$ cat config.mk
export PLATFORM = sky130hd
export DESIGN_NAME = seg_override_seq
export DESIGN_NICKNAME = d
export VERILOG_FILES = /design/src/rtl/seg_ovr_pkg.sv /design/src/rtl/seg_ovr_rst_sync.sv /design/src/rtl/seg_ovr_operand.sv /design/src/rtl/seg_ovr_window.sv /design/src/rtl/seg_ovr_steer.sv /design/src/rtl/seg_override_seq.sv
export SDC_FILE = /design/constraint.sdc
export NUM_CORES = 1
export LEC_CHECK = 0
export CORE_MARGIN = 5
export CORE_UTILIZATION = 25
export DETAILED_ROUTE_END_ITERATION = 8
export GPL_ROUTABILITY_DRIVEN = 1
export HOLD_SLACK_MARGIN = 0.1
export SETUP_SLACK_MARGIN = 0.2
export SLEW_MARGIN = 30
export SYNTH_ARGS = -nofsm -noshare
export SYNTH_HDL_FRONTEND = slang
export SYNTH_SLANG_ARGS = --single-unit
$ cat constraint.sdc
create_clock -name clk_i -period 3.6 [get_ports clk_i]
set_input_delay 0.54 -clock clk_i [delete_from_list [all_inputs] [get_ports clk_i]]
set_output_delay 0.54 -clock clk_i [all_outputs]
set_load 0.1 [all_outputs]
$ cat src/rtl/seg_ovr_pkg.sv
package seg_ovr_pkg;
  typedef enum logic {
    FORM_REG = 1'b0,
    FORM_IMM = 1'b1
  } seg_form_e;
endpackage

$ cat src/rtl/seg_ovr_rst_sync.sv
module seg_ovr_rst_sync #(
  parameter int STAGES = 2
) (
  input  logic clk_i,
  input  logic rst_ni,
  output logic rst_sync_no
);
  logic [STAGES-1:0] sync_q;

  always_ff @(posedge clk_i or negedge rst_ni) begin
    if (!rst_ni) sync_q <= '0;
    else         sync_q <= {sync_q[STAGES-2:0], 1'b1};
  end

  assign rst_sync_no = sync_q[STAGES-1];
endmodule

$ cat src/rtl/seg_ovr_operand.sv
module seg_ovr_operand
  import seg_ovr_pkg::*;
#(
  parameter int SEG_W = 8
) (
  input  seg_form_e          form_i,
  input  logic [SEG_W-1:0]   reg_seg_i,
  input  logic [SEG_W-1:0]   imm_seg_i,
  output logic [SEG_W-1:0]   seg_o
);
  always_comb begin
    unique case (form_i)
      FORM_IMM: seg_o = imm_seg_i;
      default:  seg_o = reg_seg_i;
    endcase
  end
endmodule

$ cat src/rtl/seg_ovr_window.sv
module seg_ovr_window #(
  parameter int SEG_W = 8,
  parameter int LEN_W = 2
) (
  input  logic             clk_i,
  input  logic             rst_ni,
  input  logic             start_i,
  input  logic [LEN_W-1:0] len_code_i,
  input  logic [SEG_W-1:0] seg_i,
  input  logic             retire_i,
  input  logic             trap_i,
  output logic             active_o,
  output logic [SEG_W-1:0] seg_o
);
  localparam int CNT_W = LEN_W + 1;

  logic [CNT_W-1:0] cnt_q, cnt_d;
  logic [SEG_W-1:0] seg_q, seg_d;
  logic             cnt_en, seg_en;
  logic             open_w;

  assign open_w = (cnt_q != '0);

  // next-state: trap beats start, start beats retire
  always_comb begin
    cnt_d  = cnt_q;
    seg_d  = seg_q;
    cnt_en = 1'b0;
    seg_en = 1'b0;
    if (trap_i) begin
      cnt_d  = '0;
      cnt_en = open_w;
    end else if (start_i) begin
      cnt_d  = {1'b0, len_code_i} + CNT_W'(1);
      cnt_en = 1'b1;
      seg_d  = seg_i;
      seg_en = 1'b1;
    end else if (retire_i && open_w) begin
      cnt_d  = cnt_q - CNT_W'(1);
      cnt_en = 1'b1;
    end
  end

  always_ff @(posedge clk_i or negedge rst_ni) begin
    if (!rst_ni)     cnt_q <= '0;
    else if (cnt_en) cnt_q <= cnt_d;
  end

  always_ff @(posedge clk_i or negedge rst_ni) begin
    if (!rst_ni)     seg_q <= '0;
    else if (seg_en) seg_q <= seg_d;
  end

  assign active_o = open_w;
  assign seg_o    = seg_q;
endmodule

$ cat src/rtl/seg_ovr_steer.sv
module seg_ovr_steer #(
  parameter int SEG_W = 8
) (
  input  logic             active_i,
  input  logic [SEG_W-1:0] seg_i,
  input  logic [SEG_W-1:0] page_hi_i,
  output logic [SEG_W-1:0] addr_hi_o,
  output logic             ext_sfr_o,
  output logic             irq_lock_o
);
  always_comb begin
    addr_hi_o  = active_i ? seg_i : page_hi_i;
    ext_sfr_o  = active_i;
    irq_lock_o = active_i;
  end
endmodule

$ cat src/rtl/seg_override_seq.sv
module seg_override_seq
  import seg_ovr_pkg::*;
#(
  parameter int SEG_W = 8,
  parameter int LEN_W = 2
) (
  input  logic             clk_i,
  input  logic             rst_ni,
  input  logic             start_i,
  input  logic             form_imm_i,
  input  logic [SEG_W-1:0] seg_reg_i,
  input  logic [SEG_W-1:0] seg_imm_i,
  input  logic [LEN_W-1:0] len_code_i,
  input  logic             retire_i,
  input  logic             trap_b_i,
  input  logic [SEG_W-1:0] page_hi_i,
  output logic [SEG_W-1:0] addr_hi_o,
  output logic             ext_sfr_o,
  output logic             irq_lock_o
);
  logic             rst_core_n;
  logic [SEG_W-1:0] sel_seg;
  logic [SEG_W-1:0] win_seg;
  logic             win_active;
  seg_form_e        form;

  assign form = form_imm_i ? FORM_IMM : FORM_REG;

  seg_ovr_rst_sync #(.STAGES(2)) u_rst (
    .clk_i      (clk_i),
    .rst_ni     (rst_ni),
    .rst_sync_no(rst_core_n)
  );

  seg_ovr_operand #(.SEG_W(SEG_W)) u_opnd (
    .form_i   (form),
    .reg_seg_i(seg_reg_i),
    .imm_seg_i(seg_imm_i),
    .seg_o    (sel_seg)
  );

  seg_ovr_window #(.SEG_W(SEG_W), .LEN_W(LEN_W)) u_win (
    .clk_i     (clk_i),
    .rst_ni    (rst_core_n),
    .start_i   (start_i),
    .len_code_i(len_code_i),
    .seg_i     (sel_seg),
    .retire_i  (retire_i),
    .trap_i    (trap_b_i),
    .active_o  (win_active),
    .seg_o     (win_seg)
  );

  seg_ovr_steer #(.SEG_W(SEG_W)) u_steer (
    .active_i  (win_active),
    .seg_i     (win_seg),
    .page_hi_i (page_hi_i),
    .addr_hi_o (addr_hi_o),
    .ext_sfr_o (ext_sfr_o),
    .irq_lock_o(irq_lock_o)
  );
endmodule

==> out/results.tsv, run 1 <==
metric	value	unit
highest clock rate	429	MHz
via count	722	
Setup Fix Bufs, Post-CTS	0	
WS Path Type	flip-flop to output port	
Max H-tree Level	1	
Post-Route Utilization	39.4	%
final setup margin	1.27	ns
distinct cell type count after synthesis	22	
Max Slew Vio Count	0	
Setup Total Neg Slack	0	ns
Tcrit/Tclk final	64.8	%
slowest cell delay on critical path	0.35	ns
static leakage	0.567	nW
Worst Tran Pin Value	0.559	ns
hold buffers post-CTS	0	
DRC Markers	0	
DR pass1 iterations	2	
Routed WL	2010	µm
final setup violation count	0	
Buf/Inv on CP	3	
global route total overflow	0	
post-cts resize count	0	
synth top area cells	dfrtp_1 (43%), nand2_1 (17%), mux2i_1 (10%)	
P per Cell Area	651	nW/µm²
slowest CP cell	dfrtp_1	
I/O Buffers	41	
vias per cell	4.40	
Synth Flop Type	dfrtp_1	
Slew headroom	62.8	%
global-route wire length before repair	3480	µm
Synth area leader	dfrtp_1	
Yosys reg bits	13	
worst min path class	flip-flop to asynchronous set/reset pin	
gr usage total	10.2	%
n_diodes	0	
CTS tree	done	
Mapped Area	764	µm²
post-synth top area share	42.6	%
Die W	65.3	µm
Area Growth Syn to Fin	54.8	%
Finished Layout Cells	164	
Post-Synthesis Net Count	126	
critical path startpoint category	flip-flop	
largest net degree at the start of global routing	19	
Worst-path clk slew	0.07	ns
worst slack, placed	1.45	ns
Core Area	3000	µm²
most frequent cell after synthesis	nand2_1	
Post-Syn Area per Cell	8.40	µm²
placed insts	160	
# Max-Cap Violations	0	
number of enable flip-flop cells after synthesis	0	
share of cells above drive strength 1	11.5	%
clock latency on the worst-skew pair	0.27	ns
die height	65.3	µm
outcome	completed	
Worst path top cell family by delay	buffers and inverters	
CTS Sinks	13	
DRT met1 WL	762	µm
Req. time, crit path	3.06	ns
Post-synth top cells	nand2_1 (35), dfrtp_1 (13), mux2i_1 (8)	
die area	4260	µm²
Max FO, Critical Path	12	
sequential share of the synthesized area	42.6	%
Final Hold Viols	0	
Worst EP arrival	1.79	ns
first-iteration detailed-routing DRC count	6	
number of global-route vias before repair	803	
I/O Pins	42	
wire per inst	12.2	µm
CTS Buf Count	3	
met2 wire len	1070	µm
met3 WL	175	µm
CP Cell Sequence	inv_1 -> ha_1 -> nor2b_1 -> inv_1 -> nand2_1 -> nand2_1 -> buf_4	
GPL Wtd Cong	0.694	
row count	20	
Starting Density	25.5	%
synth warn	0	
RSZ-0062 raised after global routing	no	
clock tree buffer depth	2	
CP endpoint kind	output port	
Post-layout nets	167	
ANT nets after route	0	
peak supply drop	0.000228	V
asr flop ratio synth	100	%
hpwl dp	1640	µm
fin crit period	2.33	ns
antenna violations before repair	0	
Syn Inst Count	91	
Top Metal Used	met3	
Clock Root Buffer	clkbuf_4	
clock skew	0.00237	ns
per-layer routing:
layer	GRT usage [%]	vias to the layer above
met1	10.3	321
li1	-	378
met2	19.3	23
met3	4.96	0
met4	1.30	0
met5	0	-
report_power, final:
group	total, mW	leakage (nW)	internal [mW]	switching, mW
registers	0.178	0.161	0.166	0.0116
logic	0.508	0.391	0.123	0.385
clock network	0.0852	0.0150	0.0429	0.0423
flip-flops by register name (all words and copies together) (netlist names):
signal,count
u_win.seg_o,8
u_win.cnt_q,3
u_rst.sync_q,2
final cells by class:
cell class / instances / area (µm²)
clock buffer: 4 / 26.3
fill: 320 / 1820
inverter: 4 / 15.0
multi-input combinational: 68 / 383
sequential: 13 / 325
tap: 33 / 41.3
timing repair buffer: 42 / 393
through the flow:
stage | instance area [µm²] | hold WS, ns | power, mW
2_1_floorplan | 764 | 0.134 | 0.581
3_3_place_gp | 1160 | 0.178 | 0.687
3_5_place_dp | 1160 | 0.191 | 0.695
4_1_cts | 1180 | 0.198 | 0.784
5_1_grt | 1180 | 0.230 | 0.815
6_report | 1180 | 0.184 | 0.771
placed cells by master (no fill, tap or decap):
cell	synthesis	routed
clkbuf_1	0	1
o21ai_1	2	2
nand2_1	35	35
nand2b_1	1	1
nand3b_1	1	1
ha_1	3	3
o22ai_2	1	1
clkbuf_4	0	3
conb_1	1	1
nand4_1	1	1
nor2_1	3	3
inv_1	4	4
clkdlybuf4s50_1	0	31
o21ai_0	7	7
buf_4	2	11
mux2i_1	8	8
o221ai_1	1	1
a31oi_1	1	1
o41a_1	1	1
dfrtp_1	13	13
nor2b_1	1	1
o2111ai_1	1	1
worst paths after layout:
kind,start,endpoint,slack (ns),cells past startpoint
worst max-delay path,u_win.cnt_q[0],addr_hi_o[0],1.27,7
worst min-delay path,u_rst.sync_q[1],u_win.seg_o[7],0.18,0
worst max register to register,u_win.cnt_q[0],u_win.cnt_q[1],2.09,6
worst min register to register,u_rst.sync_q[1],u_win.seg_o[7],0.18,0
max in group asynchronous,rst_ni,u_rst.sync_q[0],3.05,1
min in group clk_i,u_rst.sync_q[0],u_rst.sync_q[1],0.36,0
kinds of logic after synthesis:
family / synth area share, %
mux: 10.5
flops: 42.6
simple gates: 22.1
compound gates: 12.1
other cells: 0.491
fa+ha+maj: 4.91
buf+inv: 7.36
Power figures use the tool's default switching activity.
==> run 2: changes to the inputs <==
clock period = 2.4 ns   (was 3.6 ns; I/O delays follow)
==> run 2 against run 1 <==
Effect of this change:
- utilization grew 5.1 points
- hold slack gained 0.0050 ns
- power grew 76%
- sequential power grew 49%
- critical path type unchanged
- wire length grew 0.65%
==> out/results.tsv, run 2 (synthesis results as in run 1) <==
metric	value	unit	change
gr usage total	10.6	%	+0.36 points
Worst Tran Pin Value	0.521	ns	-0.0378 ns
Area Growth Syn to Fin	74.8	%	
ANT nets after route	0		unchanged
Routed WL	2020	µm	+0.65%
Setup Fix Bufs, Post-CTS	0		unchanged
hpwl dp	1700	µm	+3.1%
Starting Density	25.5	%	unchanged
Final Hold Viols	0		unchanged
outcome	completed		
peak supply drop	0.000386	V	+69%
slowest CP cell	dfrtp_1		
largest net degree at the start of global routing	13		-6
Setup Total Neg Slack	0	ns	unchanged
commonest non-fill, non-tap cell in the layout	clkdlybuf4s50_1		
CTS Buf Count	3		unchanged
global route total overflow	0		unchanged
Worst EP arrival	1.61	ns	-0.18 ns
fin crit period	1.97	ns	
vias per cell	4.58		+4.1%
row count	20		unchanged
GRT met3 Usage	4.79	%	-0.17 points
P per Cell Area	1010	nW/µm²	+56%
CTS Sinks	13		unchanged
RSZ-0062 raised after global routing	no		
antenna violations before repair	0		unchanged
Die W	65.3	µm	unchanged
Buf/Inv on CP	3		unchanged
Worst-path clk slew	0.08	ns	about the same
GRT Max-Usage Layer	met2		
max reg flops	8		unchanged
critical path startpoint category	flip-flop		
Core Area	3000	µm²	unchanged
CP Cell Sequence	inv_1 -> ha_1 -> nor2b_1 -> inv_2 -> nand2_1 -> nand2_2 -> buf_12		
clock latency on the worst-skew pair	0.27	ns	about the same
n_diodes	0		unchanged
I/O Pins	42		unchanged
static leakage	0.612	nW	+7.9%
clock skew	0.00427	ns	+0.00191 ns
worst min path class	flip-flop to asynchronous set/reset pin		
Req. time, crit path	2.04	ns	-1.02 ns
highest clock rate	507	MHz	
I/O Buffers	41		unchanged
share of cells above drive strength 1	18.9	%	+7.5 points
wire per inst	12.2	µm	about the same
GPL Wtd Cong	0.775		+12%
Tcrit/Tclk final	82.2	%	
first-iteration detailed-routing DRC count	5		-1
Max H-tree Level	1		unchanged
number of global-route vias before repair	799		-0.50%
Post-layout nets	168		+0.60%
WS Path Type	flip-flop to output port		
CP endpoint kind	output port		
die area	4260	µm²	unchanged
grt met1 use	11.3	%	+1.1 points
via count	756		+4.7%
Worst path top cell family by delay	buffers and inverters		
CTS tree	done		
Total Power	1.36	mW	+76%
clock tree buffer depth	2		unchanged
slowest cell delay on critical path	0.35	ns	about the same
global-route wire length before repair	3570	µm	+2.8%
Max Slew Vio Count	0		unchanged
Clock Root Buffer	clkbuf_4		
# Max-Cap Violations	0		unchanged
DR pass1 iterations	2		unchanged
final setup violation count	0		unchanged
commonest cells after routing, fill and taps aside	clkdlybuf4s50_1 (31), nand2_1 (27), dfrtp_1 (13), buf_12 (10)		
met2 usage	19.0	%	-0.38 points
die height	65.3	µm	unchanged
Max FO, Critical Path	12		unchanged
DRC Markers	0		unchanged
Slew headroom	65.2	%	+2.4 points
## run 2: cell types whose count changed in the layout (fill, tap and decap cells not counted)
cell / before / now
nand2_2: 0 / 8
nand2_1: 35 / 27
inv_2: 0 / 1
buf_4: 11 / 2
inv_1: 4 / 3
buf_12: 0 / 10
## run 2: final cells by class
type | instances | area [µm²]
Inverter | 4 | 15.0
Fill cell | 303 | 1670
Clock buffer | 4 | 26.3
Multi-Input combinational cell | 68 | 403
Timing Repair Buffer | 43 | 526
Tap cell | 33 | 41.3
Sequential cell | 13 | 325
## run 2: through the flow
stage | utilization [%] | instance area (µm²) | setup WS (ns) | std cells | hold WS (ns)
2_1_floorplan | - | 785 | 0.247 | 91 | 0.0644
3_3_place_gp | 43.6 | 1310 | 0.573 | 161 | 0.185
3_5_place_dp | 43.6 | 1310 | 0.508 | 161 | 0.199
4_1_cts | 44.5 | 1340 | 0.206 | 165 | 0.200
5_1_grt | 44.5 | 1340 | 0.237 | 165 | 0.230
6_report | 44.5 | 1340 | 0.427 | 165 | 0.189
## run 2: layer usage
| metal | share of wire, % | vias to the layer above |
|---|---|---|
| met4 | 1.3 | 0 |
| met1 | 39 | 343 |
| li1 | - | 384 |
| met5 | 0 | - |
| met2 | 52 | 27 |
| met3 | 7.9 | 2 |
## run 2: worst register-to-register path, cell delays in order, from the launching register on
cell and delay [ns]:
dfrtp_1 0.35, inv_1 0.07, ha_1 0.18, nor2b_1 0.14
buf_4 0.18, o41a_1 0.38, o22ai_2 0.11
## run 2: worst paths after layout
kind	start	end	slack, ns	cells past startpoint
worst max-delay path	u_win.cnt_q[0]	addr_hi_o[5]	0.43	7
worst min-delay path	u_rst.sync_q[1]	u_win.cnt_q[2]	0.19	0
worst max register to register	u_win.cnt_q[0]	u_win.cnt_q[1]	0.91	6
worst min register to register	u_rst.sync_q[1]	u_win.cnt_q[2]	0.19	0
max in group asynchronous	u_rst.sync_q[1]	u_win.seg_o[7]	1.89	0
min in group clk_i	u_rst.sync_q[0]	u_rst.sync_q[1]	0.35	0
## run 2: what timing repair did
action / CTS / global route
gates resized for setup: 0 / 1
hold buffers: 0 / 0
endpoints found under the setup margin: 0 / 8
## run 2: report_power, final
group | leakage, nW | switching, mW | total (mW) | internal, mW
sequential | 0.161 | 0.0171 | 0.266 | 0.249
clock | 0.0150 | 0.0647 | 0.129 | 0.0643
combinational | 0.436 | 0.620 | 0.961 | 0.340
